$ cat config.mk
export PLATFORM = sky130hd
export DESIGN_NAME = pwr_state_ctrl
export DESIGN_NICKNAME = d
export VERILOG_FILES = /design/src/rtl/pwr_state_pkg.sv /design/src/rtl/pwr_wake_latch.sv /design/src/rtl/pwr_seq_fsm.sv /design/src/rtl/pwr_out_dec.sv /design/src/rtl/pwr_state_ctrl.sv
export SDC_FILE = /design/constraint.sdc
export NUM_CORES = 1
export LEC_CHECK = 0
export ABC_AREA = 1
export BUFFER_PORTS_ARGS = -buffer_cell sky130_fd_sc_hd__buf_2
export CAP_MARGIN = 20
export CORE_MARGIN = 8
export CORE_UTILIZATION = 45
export CTS_CLUSTER_SIZE = 8
export DETAILED_ROUTE_END_ITERATION = 10
export PLACE_DENSITY = 0.74
export SETUP_SLACK_MARGIN = 0.5
export SLEW_MARGIN = 20
export SYNTH_ARGS = -nofsm -noshare
export SYNTH_HDL_FRONTEND = slang
export SYNTH_SLANG_ARGS = --single-unit
export TNS_END_PERCENT = 1
$ cat constraint.sdc
create_clock -name clk_i -period 1.5 [get_ports clk_i]
set_input_delay 0 -clock clk_i [delete_from_list [all_inputs] [get_ports clk_i]]
set_output_delay 0 -clock clk_i [all_outputs]
set_load 0.01 [all_outputs]
$ cat src/rtl/pwr_state_pkg.sv
package pwr_state_pkg;
  typedef enum logic [2:0] {
    PS_RUN, PS_HALT_REQ, PS_HALT, PS_DRAIN, PS_GRANT_REQ, PS_GRANT, PS_SLEEP
  } pstate_e;

  localparam int unsigned WAKE_NUM = 4;
  localparam int unsigned WAKE_IW  = $clog2(WAKE_NUM);
  typedef logic [WAKE_IW-1:0] wk_idx_t;

  localparam wk_idx_t WK_INIT = 2'd0;
  localparam wk_idx_t WK_INTR = 2'd1;
  localparam wk_idx_t WK_NMI  = 2'd2;
  localparam wk_idx_t WK_SMI  = 2'd3;

  // index 0 is the highest priority
  localparam wk_idx_t WAKE_PRIO [WAKE_NUM] = '{WK_INIT, WK_NMI, WK_SMI, WK_INTR};
endpackage

$ cat src/rtl/pwr_wake_latch.sv
module pwr_wake_latch
  import pwr_state_pkg::*;
(
  input  logic                clk_i,
  input  logic                rst_ni,
  input  logic                capture_i,
  input  logic                present_i,
  input  logic [WAKE_NUM-1:0] ev_i,
  input  logic                ack_i,
  output logic                valid_o,
  output logic [WAKE_NUM-1:0] cause_o,
  output logic                pend_any_o
);
  logic [WAKE_NUM-1:0] pend_q;
  logic [WAKE_NUM-1:0] top_sel;
  logic                clear;

  assign clear = present_i & ack_i;

  for (genvar g = 0; g < WAKE_NUM; g++) begin : g_bit
    always_ff @(posedge clk_i or negedge rst_ni) begin
      if (!rst_ni)                     pend_q[g] <= 1'b0;
      else if (capture_i && ev_i[g])   pend_q[g] <= 1'b1;
      else if (clear && cause_o[g])    pend_q[g] <= 1'b0;
    end
  end

  always_comb begin
    top_sel = '0;
    for (int k = WAKE_NUM - 1; k >= 0; k--) begin
      if (pend_q[WAKE_PRIO[k]]) begin
        top_sel = '0;
        top_sel[WAKE_PRIO[k]] = 1'b1;
      end
    end
  end

  assign pend_any_o = |pend_q;
  assign valid_o    = present_i & pend_any_o;
  assign cause_o    = valid_o ? top_sel : '0;

  assert_cause_onehot_R8: assert property (@(posedge clk_i) disable iff (!rst_ni)
    valid_o |-> $countones(cause_o) == 1);

  assert_ack_clears_R8: assert property (@(posedge clk_i) disable iff (!rst_ni)
    (valid_o && ack_i && !capture_i) |=> ((pend_q & $past(cause_o)) == '0));

  assert_run_quiet_R8: assert property (@(posedge clk_i) disable iff (!rst_ni)
    (!capture_i && !(valid_o && ack_i)) |=> $stable(pend_q));
endmodule

$ cat src/rtl/pwr_seq_fsm.sv
module pwr_seq_fsm
  import pwr_state_pkg::*;
(
  input  logic    clk_i,
  input  logic    rst_ni,
  input  logic    halt_i,
  input  logic    stop_i,
  input  logic    busy_i,
  input  logic    sleep_sel_i,
  input  logic    ack_i,
  input  logic    wake_i,
  input  logic    pend_any_i,
  output pstate_e state_o,
  output logic    resume_o
);
  pstate_e state_q, state_d;
  logic    deep_q;
  logic    resume_q;
  logic    in_stop;

  assign in_stop = (state_q == PS_GRANT) || (state_q == PS_SLEEP);

  always_comb begin
    state_d = state_q;
    unique case (state_q)
      PS_RUN:       if (stop_i) state_d = PS_DRAIN;
                    else if (halt_i) state_d = PS_HALT_REQ;
      PS_HALT_REQ:  if (ack_i) state_d = PS_HALT;
      PS_HALT:      if (wake_i || pend_any_i) state_d = PS_RUN;
      PS_DRAIN:     if (!stop_i) state_d = PS_RUN;
                    else if (!busy_i) state_d = PS_GRANT_REQ;
      PS_GRANT_REQ: if (ack_i) state_d = deep_q ? PS_SLEEP : PS_GRANT;
      PS_GRANT,
      PS_SLEEP:     if (!stop_i) state_d = PS_RUN;
      default:      state_d = PS_RUN;
    endcase
  end

  always_ff @(posedge clk_i or negedge rst_ni) begin
    if (!rst_ni) begin
      state_q  <= PS_RUN;
      deep_q   <= 1'b0;
      resume_q <= 1'b0;
    end else begin
      state_q  <= state_d;
      resume_q <= in_stop && !stop_i;
      if (state_q == PS_RUN && stop_i) deep_q <= sleep_sel_i;
    end
  end

  assign state_o  = state_q;
  assign resume_o = resume_q;

  assert_req_held_R2: assert property (@(posedge clk_i) disable iff (!rst_ni)
    (state_q == PS_HALT_REQ && !ack_i) |=> state_q == PS_HALT_REQ);

  assert_drain_wait_R5: assert property (@(posedge clk_i) disable iff (!rst_ni)
    (state_q == PS_DRAIN && busy_i) |=> state_q != PS_GRANT_REQ);

  assert_stop_hold_R7: assert property (@(posedge clk_i) disable iff (!rst_ni)
    (in_stop && stop_i) |=> $stable(state_q));

  assert_stop_wins_R11: assert property (@(posedge clk_i) disable iff (!rst_ni)
    (state_q == PS_RUN && stop_i) |=> state_q == PS_DRAIN);

  assert_abort_R12: assert property (@(posedge clk_i) disable iff (!rst_ni)
    (state_q == PS_DRAIN && !stop_i) |=> state_q == PS_RUN);
endmodule

$ cat src/rtl/pwr_out_dec.sv
module pwr_out_dec
  import pwr_state_pkg::*;
(
  input  pstate_e state_i,
  output logic    spc_req_o,
  output logic    spc_type_o,
  output logic    probe_ok_o,
  output logic    clk_en_o
);
  always_comb begin
    spc_req_o  = 1'b0;
    spc_type_o = 1'b0;
    probe_ok_o = 1'b1;
    clk_en_o   = 1'b1;
    unique case (state_i)
      PS_HALT_REQ:  spc_req_o = 1'b1;
      PS_GRANT_REQ: begin spc_req_o = 1'b1; spc_type_o = 1'b1; end
      PS_HALT,
      PS_GRANT:     clk_en_o = 1'b0;
      PS_SLEEP:     begin clk_en_o = 1'b0; probe_ok_o = 1'b0; end
      default:      ;
    endcase
  end
endmodule

$ cat src/rtl/pwr_state_ctrl.sv
module pwr_state_ctrl
  import pwr_state_pkg::*;
(
  input  logic                clk_i,
  input  logic                rst_ni,
  input  logic                halt_i,
  input  logic                stop_clk_i,
  input  logic                bus_busy_i,
  input  logic                sleep_sel_i,
  input  logic                spc_ack_i,
  input  logic                init_i,
  input  logic                intr_i,
  input  logic                intr_en_i,
  input  logic                nmi_i,
  input  logic                smi_i,
  input  logic                wake_ack_i,
  output logic                spc_req_o,
  output logic                spc_type_o,
  output logic                probe_ok_o,
  output logic                core_clk_en_o,
  output logic                wake_valid_o,
  output logic [WAKE_NUM-1:0] wake_cause_o,
  output logic                resume_o
);
  pstate_e             state;
  logic [WAKE_NUM-1:0] ev;
  logic                pend_any;
  logic                in_run;

  always_comb begin
    ev          = '0;
    ev[WK_INIT] = init_i;
    ev[WK_INTR] = intr_i & intr_en_i;
    ev[WK_NMI]  = nmi_i;
    ev[WK_SMI]  = smi_i;
  end

  assign in_run = (state == PS_RUN);

  pwr_seq_fsm u_fsm (
    .clk_i       (clk_i),
    .rst_ni      (rst_ni),
    .halt_i      (halt_i),
    .stop_i      (stop_clk_i),
    .busy_i      (bus_busy_i),
    .sleep_sel_i (sleep_sel_i),
    .ack_i       (spc_ack_i),
    .wake_i      (|ev),
    .pend_any_i  (pend_any),
    .state_o     (state),
    .resume_o    (resume_o)
  );

  pwr_wake_latch u_wake (
    .clk_i      (clk_i),
    .rst_ni     (rst_ni),
    .capture_i  (!in_run),
    .present_i  (in_run),
    .ev_i       (ev),
    .ack_i      (wake_ack_i),
    .valid_o    (wake_valid_o),
    .cause_o    (wake_cause_o),
    .pend_any_o (pend_any)
  );

  pwr_out_dec u_dec (
    .state_i    (state),
    .spc_req_o  (spc_req_o),
    .spc_type_o (spc_type_o),
    .probe_ok_o (probe_ok_o),
    .clk_en_o   (core_clk_en_o)
  );

  assert_gate_after_ack_R2: assert property (@(posedge clk_i) disable iff (!rst_ni)
    $fell(core_clk_en_o) |-> $past(spc_ack_i) && $past(spc_req_o));

  assert_masked_intr_R4: assert property (@(posedge clk_i) disable iff (!rst_ni)
    (state == PS_HALT && !init_i && !nmi_i && !smi_i && !intr_en_i && !pend_any)
      |=> state == PS_HALT);

  assert_resume_pulse_R9: assert property (@(posedge clk_i) disable iff (!rst_ni)
    resume_o |=> !resume_o);

  assert_halt_wake_R3: assert property (@(posedge clk_i) disable iff (!rst_ni)
    (state == PS_HALT && (init_i || nmi_i || smi_i || (intr_i && intr_en_i)))
      |=> core_clk_en_o);
endmodule

# After elaboration in Yosys (flattened, before gate mapping)
# Index checks and enable logic that the tools add are counted.
classes:
  n_reduce_logical: 25
  bitwise_logic: 3
  n_mux: 27
  n_eq_ne: 12
ops:
  columns: ["operator", "count"]
  rows:
  - ["2-to-1 mux 3 bit", 8]
  - ["one-hot mux 3 bit (6 select lines)", 1]
  - ["2-to-1 mux 4 bit", 4]
  - ["2-to-1 mux 1 bit", 12]
  - ["logical AND 1 bit", 10]
  - ["equality test 3 bit, second input constant", 3]
  - ["inequality test 2 bit, second input constant", 4]
  - ["nonzero test 2 bit", 4]
  - ["OR reduction 4 bit", 2]
  - ["equality test 3 x 2 -> 1 bit, second input constant", 2]
  - ["inequality test 3 bit, second input constant", 2]
  - ["AND reduction 6 bit", 1]
  - ["2-to-1 mux 2 bit", 2]
  - ["OR reduction 2 bit", 2]
  - ["AND 1 bit", 3]
  - ["equality test 3 x 1 -> 1 bit, second input constant", 1]
  - ["logical NOT 3 bit", 1]
  - ["OR reduction 3 bit", 1]
  - ["logical NOT 1 bit", 2]
  - ["logical OR 1 bit", 2]
word_totals:
  regBits: 9
  out_inout_bits: 10
  wordCells: 74
  in_bits: 13

# Logic depth before layout (Yosys ltp)
depth:
  depth_word: 8
  depth_mapped: 9
  depth_no_buf: 9

# By module
# A second synthesis with hierarchy kept.
unflattened:
  cells_unflattened: 103
  hier_area_um2: 661.9
by_module_without_submodules:
  columns: ["module", "instances", "area_per_inst_um2", "cells_per_inst", "seq_area_each_um2"]
  rows:
  - ["pwr_seq_fsm", 1, 350.3, 49, 125.1]
  - ["pwr_wake_latch", 1, 222.7, 34, 100.1]
  - ["pwr_out_dec", 1, 48.8, 11, 0.0]
  - ["pwr_state_ctrl", 1, 40.0, 9, 0.0]

# Worst setup path before layout
# OpenSTA, ideal clock, no wires.
synth_path:
  path_type: "register to register"
  startpoint: "reg u_fsm.state_q[0], in the netlist u_fsm.state_o[0]"
  endpoint: "reg u_wake.pend_q[1]"
  synth_period_minus_slack_ns: 1.289
  setup_ns: 0.121
  slack_ns: 0.211
  t_arrival_ns: 1.168
  path_buffers: 0
  required_time_ns: 1.379
  path_stages_with_launch: 9
  path_cell_list: "dfrtp_1 nor2_2 nand2_4 inv_4 nand2_1 nor2_2 nand2_1 nand2_1 o21ai_1"
synth_via:
  elab_chain_len: 5
  elab_cells_between_ends: 9
  cone_classes: "mux (2); bitwise (2); reduce/logical (5)"
synth_rtl:
  columns: ["item", "line", "rtl"]
  rows:
  - ["start, declared", "pwr_seq_fsm.sv:16", "pstate_e state_q, state_d;"]
  - ["start signal, assigned", "pwr_seq_fsm.sv:45", "state_q <= state_d;"]
  - ["logical NOT 3 bit", "pwr_state_ctrl.sv:38", "assign in_run = (state == PS_RUN);"]
  - ["AND 1 bit", "pwr_wake_latch.sv:39", "assign valid_o = present_i & pend_any_o;"]
  - ["2-to-1 mux 4 bit", "pwr_wake_latch.sv:40", "assign cause_o = valid_o ? top_sel : '0;"]
  - ["net wake_cause_o[1]", "pwr_state_ctrl.sv:22", "output logic [WAKE_NUM-1:0] wake_cause_o,"]
  - ["logical AND 1 bit", "pwr_wake_latch.sv:24", "else if (clear && cause_o[g]) pend_q[g] <= 1'b0;"]
  - ["nonzero test 2 bit (no line)", null, null]
  - ["end signal, assigned by index", "pwr_wake_latch.sv:22", "if (!rst_ni) pend_q[g] <= 1'b0;"]
  - ["end signal, assigned by index", "pwr_wake_latch.sv:23", "else if (capture_i && ev_i[g]) pend_q[g] <= 1'b1;"]
  - ["end signal, assigned by index", "pwr_wake_latch.sv:24", null]
  - ["end, declared", "pwr_wake_latch.sv:14", "logic [WAKE_NUM-1:0] pend_q;"]
# The timed path passes the listed nets, and every way through them passes these cells.
# A chain may end at the register's enable or synchronous reset.

# Worst setup path after layout
layout_path:
  startpoint: "reg u_fsm.state_q[0], in the netlist u_fsm.state_o[0]"
  endpoint: "out wake_cause_o[2]"
layout_via:
  elab_chain_len: 3
layout_rtl:
  columns: ["item", "line"]
  rows:
  - ["logical NOT 3 bit", "pwr_state_ctrl.sv:38"]
  - ["AND 1 bit", "pwr_wake_latch.sv:39"]
  - ["2-to-1 mux 4 bit", "pwr_wake_latch.sv:40"]
  - ["end, declared", "pwr_state_ctrl.sv:22"]
# Every way passes these cells.

==> metrics <==
Worst Reg2Reg Path Length in Cells 6; status complete, no violations; latest clock arrival within the worst-skew pair 0.26 ns; horizontal extent of the die 52.7 um; clock root buffer clkbuf_4; final-report setup violation count 0; global-route usage over all layers 0.143; CP cell instances nor2_4, nand2_4, nor4_1, buf_2; Post-synth EDFFs 0; mean instance size in the synthesized netlist 6.88 um^2; post-synth top area cell dfrtp_1; reg2reg end u_fsm.state_o[0]; adder-cell share of the synthesized area 0; leading cell types by total area after synthesis dfrtp_1 37%, nand2_1 12%, nand3_1 7.4%; power consumption 1.64 mW; combined area of all synthesized cells 606 um^2; critical path data arrival time 1.32 ns; TritonCTS clock tree yes; initial core utilization 0.471; buffer levels on the longest clock path 2; simple-gate area share of the yosys netlist 0.419; diode count 0; CP top delay family simple AND/OR/NAND/NOR gates; Worst path depth 4; synthesized-area fraction occupied by xor and xnor cells 0; Post-Route Setup TNS 0 ns; number of buffers and inverters on the critical path 1; final layout net count 138; total clock sinks 9; upper clock frequency limit 759 MHz; Vias per Instance 5.19; count of cell types in the netlist 20; beginning of the worst register-to-register path u_fsm.state_o[1]; worst slew pin tran 0.218 ns; placer congestion estimate 0.791; number of design-rule violations left by the first detailed-router iteration 16; largest net degree at the start of global routing 10; most frequent cell after synthesis nand2_1; pwr dens 1830 mW/mm^2; share of Yosys cell area claimed by the top area cell type 0.372; kind of start point of the critical path flop; first-pass GRT wire length 2980 um; Hold Crit Start intr_en_i; final cell utilization of the core 0.697; peak ir drop on the vdd network 0.00100 V; post-detailed-placement half-perimeter wirelength 1310 um; CP Class reg2out; I/O pin count 23; total count of hold-check failures in the final report 0; async set-or-reset flop fraction in the synthesized netlist 1.00; Register-to-Register Setup Slack 0.20 ns; signed area change from the synthesized netlist to the final layout 47.9%; endpoint of the worst hold path u_wake.pend_q[1]; total of flip-flops plus latches after synthesis 9; count of unresolved DRC violations after routing 0; final critical-path share of the clock period 0.878; share of synthesized area spent on multiplexers 0; biggest cell delay along the critical path 0.43 ns; number of port buffers 22; hold depth 3; Total Routed Length 1830 um; Die Height 52.7 um; via count of the first global-routing pass 691; post-synthesis instance total 88; Max Fanout on Critical Path 6; total leakage power 0.486 nW; final max-slew violation count 0; core box area 0.00128 mm^2; total number of placement rows 13; sequential share of the synthesized area 0.372; Worst Clk Skew 0.00167 ns; layout cell share with drive strength beyond 1 0.435; min-delay worst type in2reg; complex-gate fraction of the synthesized area 0.105; H-Tree Depth 1; headroom to the max-slew limit 0.854; min Tclk post-route 1.32 ns; via total after detailed routing 722; top_reg_cell synth dfrtp_1; Synth Net Count 101; initial antenna violation count 0; CP Capture Type output pin; setup repair after global routing missed its margin true; count of TritonRoute iterations in the first routing pass 4; total CTS buffers 3; synth warn 0; Detail Route Antenna Nets 0; Slowest-stage cell, CP dfrtp_2; Data required, critical path 1.50 ns; sum of overflow across all layers after global routing 0; top cell types by occurrence after synthesis 20 x nand2_1, 10 x inv_1, 9 x dfrtp_1, 9 x nand3_1, 8 x nor2_1; die area 0.00278 mm^2; number of max-cap violations 0; wire per inst 13.2 um; clock-pin slew of the registers on the worst-case setup and hold paths 0.06 ns; dominant combinational cell family by area after synthesis simple AND/OR/NAND/NOR gates
## layer usage
| layer | vias to the layer above | GRT usage | share of wire |
|---|---|---|---|
| met1 | 346 | 0.148 | 0.41 |
| li1 | 354 | - | - |
| met2 | 16 | 0.251 | 0.51 |
| met5 | - | 0 | 0 |
| met3 | 6 | 0.0483 | 0.053 |
| met4 | 0 | 0.0647 | 0.019 |
## state kept, by name (all words and copies together) (netlist names)
| signal | flops |
|---|---|
| u_fsm.deep_q | 1 |
| u_fsm.state_o | 3 |
| u_fsm.resume_o | 1 |
| u_wake.pend_q | 4 |
## logic make-up (layout without fill, tap and decap cells)
logic type | count (synthesis) | count (layout)
buffers and inverters | 16 | 52
AOI/OAI and AO/OA | 11 | 11
DFF | 9 | 9
and+or+nand+nor | 52 | 52
## worst max path at each step
stage	startpoint	endpoint	slack (ns)
2_1_floorplan	u_fsm.state_o[1]	u_wake.pend_q[1]	0.29
3_3_place_gp	u_wake.pend_q[2]	u_fsm.state_o[0]	0.18
3_5_place_dp	u_wake.pend_q[2]	u_fsm.state_o[1]	0.18
4_1_cts	u_fsm.state_o[0]	wake_cause_o[3]	0.19
5_1_grt	u_fsm.state_o[1]	wake_cause_o[2]	0.12
6_report	u_fsm.state_o[0]	wake_cause_o[2]	0.18
## placed cells by master, fill, tap and decap left out, drive strengths merged
master and instances:
nand3 9, nand4 2, a21oi 4, buf 26, o21a 1, inv 15, dlygate4sd3 6, nand2 28
nor2 12, o211ai 1, nor4 1, o21ai 5, clkinv 1, dfrtp 9, clkbuf 4
## worst reg2reg max path, delay by kind of cell (launching register included)
family / cells / cell delay, ns
flip-flops: 1 / 0.44
AND/OR/NAND/NOR: 4 / 0.39
AO/OA/AOI/OAI: 1 / 0.25
buffers and inverters: 1 / 0.12
## metrics by stage
step           hold slack, ns  worst slack, ns  cell area, um^2  std cells
5_1_grt                0.0279            0.123              896        139
4_1_cts                0.0102            0.189              891        139
3_3_place_gp           -0.133            0.183              758        125
3_5_place_dp           -0.140            0.178              758        125
2_1_floorplan          -0.296            0.291              629         88
6_report              0.00437            0.182              896        139
## layout make-up
cell class | count | area (um^2)
clock buffers | 4 | 26.3
fillers | 115 | 389
inverters | 16 | 62.6
multi-input cells | 63 | 353
flip-flops and latches | 9 | 229
well taps | 15 | 18.8
repair buffers | 32 | 206
## power by group
part           internal, mW  switching, mW  total (mW)
clock                 0.103         0.0855       0.188
sequential            0.337         0.0979       0.435
combinational         0.401          0.611        1.01
total                 0.841          0.795        1.64
## timing repair
item	4_1_cts	5_1_grt
endpoints found under the setup margin	17	18
hold buffers	6	0
gates cloned	0	0
resized for setup	5	1
setup buffers	4	0
hold endpoints to repair	14	0
pin swaps	3	0
Power figures use the tool's default switching activity.
